File: src/rtl/efc_pkg.sv
package efc_pkg;

    typedef enum logic [1:0] {
        EDGE_FALL = 2'b00,
        EDGE_RISE = 2'b01,
        EDGE_RSVD = 2'b10,
        EDGE_BOTH = 2'b11
    } edge_sel_e;

    typedef enum logic [1:0] {
        MODE_STOP0 = 2'b00,
        MODE_STOP1 = 2'b01,
        MODE_STOP2 = 2'b10,
        MODE_RUN   = 2'b11
    } mode_e;

endpackage

File: src/rtl/efc_sync.sv
module efc_sync #(
    parameter int STAGES = 2
) (
    input  logic clk,
    input  logic rst_n,
    input  logic async_i,
    output logic sync_o
);
    logic [STAGES-1:0] chain_d, chain_q;

    always_comb begin
        chain_d = STAGES'({chain_q, async_i});
    end

    always_ff @(posedge clk or negedge rst_n) begin
        if (!rst_n) chain_q <= '0;
        else        chain_q <= chain_d;
    end

    assign sync_o = chain_q[STAGES-1];
endmodule

File: src/rtl/efc_prescaler.sv
module efc_prescaler #(
    parameter int DIV_LOG2 = 3
) (
    input  logic clk,
    input  logic rst_n,
    output logic tick_o
);
    logic [DIV_LOG2-1:0] div_d, div_q;

    always_comb begin
        div_d = div_q + 1'b1;
    end

    always_ff @(posedge clk or negedge rst_n) begin
        if (!rst_n) div_q <= '0;
        else        div_q <= div_d;
    end

    assign tick_o = &div_q;
endmodule

File: src/rtl/efc_filter.sv
module efc_filter #(
    parameter int AGREE = 2
) (
    input  logic clk,
    input  logic rst_n,
    input  logic tick_i,
    input  logic pin_i,
    output logic level_o,
    output logic rise_o,
    output logic fall_o
);
    localparam int HW = AGREE - 1;
    localparam int FW = $clog2(HW + 1);
    localparam logic [FW-1:0] FILL_FULL = FW'(HW);

    typedef struct packed {
        logic [HW-1:0] hist;
        logic [FW-1:0] fill;
        logic          level;
        logic          valid;
        logic          rise;
        logic          fall;
    } filt_t;

    filt_t st_d, st_q;
    logic  agree;

    always_comb begin
        st_d      = st_q;
        st_d.rise = 1'b0;
        st_d.fall = 1'b0;
        agree     = (st_q.hist == {HW{pin_i}}) && (st_q.fill == FILL_FULL);
        if (tick_i) begin
            st_d.hist = HW'({st_q.hist, pin_i});
            if (st_q.fill != FILL_FULL) st_d.fill = st_q.fill + 1'b1;
            if (!st_q.valid) begin
                st_d.level = pin_i;
                st_d.valid = 1'b1;
            end else if (agree && (pin_i != st_q.level)) begin
                st_d.level = pin_i;
                st_d.rise  = pin_i;
                st_d.fall  = ~pin_i;
            end
        end
    end

    always_ff @(posedge clk or negedge rst_n) begin
        if (!rst_n) st_q <= '0;
        else        st_q <= st_d;
    end

    assign level_o = st_q.level;
    assign rise_o  = st_q.rise;
    assign fall_o  = st_q.fall;
endmodule

File: src/rtl/efc_count.sv
module efc_count
    import efc_pkg::*;
#(
    parameter int CNT_W = 16
) (
    input  logic             clk,
    input  logic             rst_n,
    input  logic             rise_i,
    input  logic             fall_i,
    input  logic [1:0]       edge_sel_i,
    input  logic [1:0]       mode_i,
    input  logic [CNT_W-1:0] cmp_val_i,
    input  logic             cmp_wr_i,
    output logic [CNT_W-1:0] count_o,
    output logic [CNT_W-1:0] cmp_o,
    output logic             irq_o
);
    typedef struct packed {
        logic [CNT_W-1:0] cnt;
        logic [CNT_W-1:0] cmp;
        logic             irq;
    } cnt_t;

    cnt_t      st_d, st_q;
    logic      hit;
    edge_sel_e sel;

    always_comb begin
        sel = edge_sel_e'(edge_sel_i);
        unique case (sel)
            EDGE_FALL: hit = fall_i;
            EDGE_RISE: hit = rise_i;
            EDGE_BOTH: hit = rise_i | fall_i;
            default:   hit = 1'b0;
        endcase
    end

    always_comb begin
        st_d     = st_q;
        st_d.irq = 1'b0;
        if (cmp_wr_i && (cmp_val_i != '0)) st_d.cmp = cmp_val_i;
        if (mode_e'(mode_i) != MODE_RUN) begin
            st_d.cnt = '0;
        end else if (hit) begin
            if (st_q.cnt == st_q.cmp) begin
                st_d.cnt = '0;
                st_d.irq = 1'b1;
            end else begin
                st_d.cnt = st_q.cnt + 1'b1;
            end
        end
    end

    always_ff @(posedge clk or negedge rst_n) begin
        if (!rst_n) begin
            st_q.cnt <= '0;
            st_q.cmp <= '1;
            st_q.irq <= 1'b0;
        end else begin
            st_q <= st_d;
        end
    end

    assign count_o = st_q.cnt;
    assign cmp_o   = st_q.cmp;
    assign irq_o   = st_q.irq;
endmodule

File: src/rtl/filt_event_counter.sv
module filt_event_counter #(
    parameter int CNT_W       = 16,
    parameter int DIV_LOG2    = 3,
    parameter int SYNC_STAGES = 2,
    parameter int AGREE       = 2
) (
    input  logic             clk,
    input  logic             rst_n,
    input  logic             evt_pin_i,
    input  logic [1:0]       edge_sel_i,
    input  logic [1:0]       mode_i,
    input  logic [CNT_W-1:0] cmp_val_i,
    input  logic             cmp_wr_i,
    output logic [CNT_W-1:0] count_o,
    output logic             irq_o
);
    logic             pin_sync;
    logic             samp_tick;
    logic             filt_level;
    logic             filt_rise;
    logic             filt_fall;
    logic [CNT_W-1:0] cmp_q;

    efc_sync #(.STAGES(SYNC_STAGES)) u_sync (
        .clk     (clk),
        .rst_n   (rst_n),
        .async_i (evt_pin_i),
        .sync_o  (pin_sync)
    );

    efc_prescaler #(.DIV_LOG2(DIV_LOG2)) u_presc (
        .clk    (clk),
        .rst_n  (rst_n),
        .tick_o (samp_tick)
    );

    efc_filter #(.AGREE(AGREE)) u_filt (
        .clk     (clk),
        .rst_n   (rst_n),
        .tick_i  (samp_tick),
        .pin_i   (pin_sync),
        .level_o (filt_level),
        .rise_o  (filt_rise),
        .fall_o  (filt_fall)
    );

    efc_count #(.CNT_W(CNT_W)) u_count (
        .clk        (clk),
        .rst_n      (rst_n),
        .rise_i     (filt_rise),
        .fall_i     (filt_fall),
        .edge_sel_i (edge_sel_i),
        .mode_i     (mode_i),
        .cmp_val_i  (cmp_val_i),
        .cmp_wr_i   (cmp_wr_i),
        .count_o    (count_o),
        .cmp_o      (cmp_q),
        .irq_o      (irq_o)
    );
endmodule

File: config.mk
export PLATFORM = sky130hd
export DESIGN_NAME = filt_event_counter
export DESIGN_NICKNAME = d
export VERILOG_FILES = /design/src/rtl/efc_pkg.sv /design/src/rtl/efc_sync.sv /design/src/rtl/efc_prescaler.sv /design/src/rtl/efc_filter.sv /design/src/rtl/efc_count.sv /design/src/rtl/filt_event_counter.sv
export SDC_FILE = /design/constraint.sdc
export NUM_CORES = 1
export LEC_CHECK = 0
export ABC_AREA = 1
export BUFFER_PORTS_ARGS = -buffer_cell sky130_fd_sc_hd__buf_2
export CAP_MARGIN = 10
export CORE_ASPECT_RATIO = 1.75
export CORE_UTILIZATION = 50
export DETAILED_ROUTE_END_ITERATION = 10
export GPL_TIMING_DRIVEN = 0
export PLACE_DENSITY_LB_ADDON = 0.05
export REMOVE_ABC_BUFFERS = 1
export SYNTH_ARGS = -nofsm -noshare
export SYNTH_HDL_FRONTEND = slang
export SYNTH_SLANG_ARGS = --single-unit
File: constraint.sdc
create_clock -name clk -period 2.7 [get_ports clk]
set_input_delay 0.27 -clock clk [delete_from_list [all_inputs] [get_ports clk]]
set_output_delay 0.27 -clock clk [all_outputs]
set_load 0.005 [all_outputs]
==> impl_metrics.csv <==
group,metric,value,unit
grt,overflow,0,
sta,setup_ws,1.18,ns
detailed_routing,drt_wl_total,4.73,mm
clocking,clk_pin_slew,0.09,ns
layout,area_growth,13.7,%
placed_design,post-dp-hpwl,3.60,mm
setup_path,cp-end-kind,"register",
yosys,synth_top_area_share,28.2,%
yosys,synthesis.area,0.00240,mm^2
pwr,p_int,916,uW
setup_path,cp_max_fo,6,
pwr,p_comb_share,10.0,%
die,num_rows,33,
clocking,postCtsSetupBuffers,0,
setup_path,timing.rr.end,"u_count.count_o[14]",
pwr,pwr-share-seq,57.4,%
yosys,synth_xor_area_share,4.02,%
run,max-cap-violations,0,
min_path,holdPathEnd,"u_sync.chain_q[0]",
yosys,synth_largest_area_cell,"dfrtp_1",
die,start_util,51.9,%
setup_path,worst-endpoint-required,2.89,ns
pwr,sw_frac_of_total,25.9,%
yosys,avgSynthCellArea,7.40,um^2
min_path,worstHoldStart,"evt_pin_i",
sta,fin_crit,1.52,ns
sta,hold_violations,0,
yosys,synthAdderAreaFrac,1.56,%
sta,setup_tns,0,ns
die,ios,41,
yosys,postSynthCellCount,324,
yosys,yosysWarningCount,0,
detailed_routing,postRouteAntennaNets,0,
pwr,leakage,0.00151,uW
yosys,synthTopCellsByArea,"dfrtp_1 28%, nand2_1 21%, dfstp_2 18%",
pwr,power_density,453,mW/mm^2
pwr,ir_worst_vdd,0.362,mV
setup_path,path_class,"register to register",
setup_path,reg2reg_from,"u_count.count_o[1]",
sta,maxSlewViolCount,0,
detailed_routing,drc,0,
grt,grt_max_degree,44,
placed_design,dp_slack,1.12,ns
clocking,hold_buffers,0,
yosys,synth-compound-area-share,0.782,%
detailed_routing,via_per_inst,4.88,
clocking,clockBufferDepth,2,
detailed_routing,routedWlPerCell,11.3,um
sta,worst_pin_slew,0.916,ns
yosys,synthMuxAreaShare,0,%
placed_design,io_buffers,40,
sta,post-route-period-util,56.3,%
yosys,synth_top_family_by_area,"simple AND/OR/NAND/NOR gates",
die,dieWidth,54.4,um
yosys,async_flop_share,100,%
sta,finalSetupViolations,0,
clocking,cts_tree,"yes",
yosys,synthSimpleGateAreaFrac,40.3,%
clocking,cts-resized-gates,0,
setup_path,crit_arrival,1.71,ns
setup_path,reg2regPathDepth,8,
pwr,switching_power,320,uW
yosys,synth_seq_area_share,45.7,%
setup_path,r2r_setup_slack,1.18,ns
clocking,htree_levels,2,
layout,fin_nets,394,
yosys,synth-main-ff-cell,"dfrtp_1",
setup_path,startpoint_type,"register",
grt,grt_usage,22.2,%
die,floorplan.die_area,0.00509,mm^2
yosys,synth_seq_cells,43,
die,die_y,93.6,um
clocking,clock_latency,0.29,ns
clocking,cts_root_buffer,"clkbuf_8",
min_path,hp-class,"primary input to register",
yosys,synth_cell_types,23,
min_path,whs_path_depth,1,
pwr,p_clk_share,32.6,%
grt,grt_pass1_wl,8.21,mm
sta,slew_headroom,39.0,%
die,core,0.00462,mm^2
placed_design,gp_congestion,0.854,
grt,antenna_found_initial,0,
layout,drive_gt1_share,21.2,%
layout,final_common_cell,"nand2_1",
layout,final_cell_mix,"131 x nand2_1, 40 x buf_2, 39 x inv_1",
placed_design,placed_cell_area,0.00264,mm^2
detailed_routing,vias,2049,
layout,fin_area,0.00273,mm^2
sta,rsz0062_at_grt,"no",
sta,clock.fmax,658,MHz
clocking,cts_made_buffers,5,
layout,diodes,0,
setup_path,setup.worst_path.start,"u_count.count_o[1]",
sta,fin_skew,0.00704,ns
run_status,status,"finished, final reports clean",
detailed_routing,drt_first_pass_iters,4,
sta,hold_ws,0.0887,ns
detailed_routing,dr.first_iter.drc_count,52,
grt,grt_pass1_vias,1884,
clocking,clock-sinks,43,
yosys,synth-edff-count,0,
-- routing by layer --
metal	vias up	track usage, %	share of wire, %
met4	0	10.3	3.3
met1	921	26.4	44
li1	1082	-	-
met3	10	3.25	2.5
met2	36	37.4	51
met5	-	0	0
-- state kept, by name, indices dropped and copies added, names as in the netlist --
| name | flops |
|---|---|
| u_count.irq_o | 1 |
| u_sync.chain_q | 2 |
| u_filt.rise_o | 1 |
| u_presc.div_q | 3 |
| u_count.count_o | 16 |
| u_filt.level_o | 1 |
| u_count.cmp_o | 16 |
| u_filt.st_q | 2 |
| u_filt.fall_o | 1 |
-- worst max-delay path: stages (launching register included) --
cell	delay (ns)
dfrtp_1	0.46
ha_1	0.21
nand3_1	0.10
nor2_1	0.27
nand3_1	0.13
nand2_1	0.07
nand2_1	0.06
nand3_1	0.08
nand2_1	0.05
-- power groups by stage --
stage | clock, uW | sequential (uW) | combinational, uW
2_1_floorplan | 0 | 715 | 74.2
3_3_place_gp | 0 | 721 | 123
3_5_place_dp | 0 | 721 | 126
4_1_cts | 417 | 710 | 126
5_1_grt | 436 | 715 | 145
6_report | 403 | 710 | 123
-- cell usage after synthesis (3+ instances only) --
library cell / n
nor2_2: 3
dfstp_2: 16
nand2_2: 3
nor2_1: 31
nor3_1: 4
ha_1: 3
nand3_1: 36
dfrtp_1: 27
xor2_1: 11
inv_1: 39
nand2_1: 131
nand4_1: 5
-- cell families (layout without fill, tap and decap cells) --
logic type	after synthesis	count (layout)
AOI/OAI and AO/OA	3	3
xor gates and xnor gates	11	11
adders and majority gates	3	3
buffers and inverters	46	90
DFF	43	43
and+or+nand+nor	218	218
-- per-stage QoR --
step	power (uW)	util (%)	cells
after floorplan	789	-	320
after global routing	1300	59.0	420
after global placement	844	57.1	412
after CTS	1250	59.0	420
after detailed placement	847	57.1	412
final	1240	59.0	420
-- how the worst max path moves through the flow --
stage | to | slack (ns) | depth (start not counted)
6_report | u_count.count_o[14] | 1.18 | 8
5_1_grt | u_count.count_o[12] | 1.02 | 10
4_1_cts | u_count.count_o[8] | 1.17 | 9
3_5_place_dp | u_count.count_o[13] | 1.12 | 8
3_3_place_gp | u_count.count_o[13] | 1.14 | 8
2_1_floorplan | u_count.count_o[12] | 1.39 | 10
-- layout make-up --
cell class	instances	area, um^2
Fill cell	463	1900
Multi-Input combinational cell	235	1120
Sequential cell	43	1100
Timing Repair Buffer	40	200
Inverter	42	158
Clock buffer	5	68.8
Tap cell	52	65.1
Clock inverter	3	20.0
Note: power is estimated with default switching activity, not from simulation.
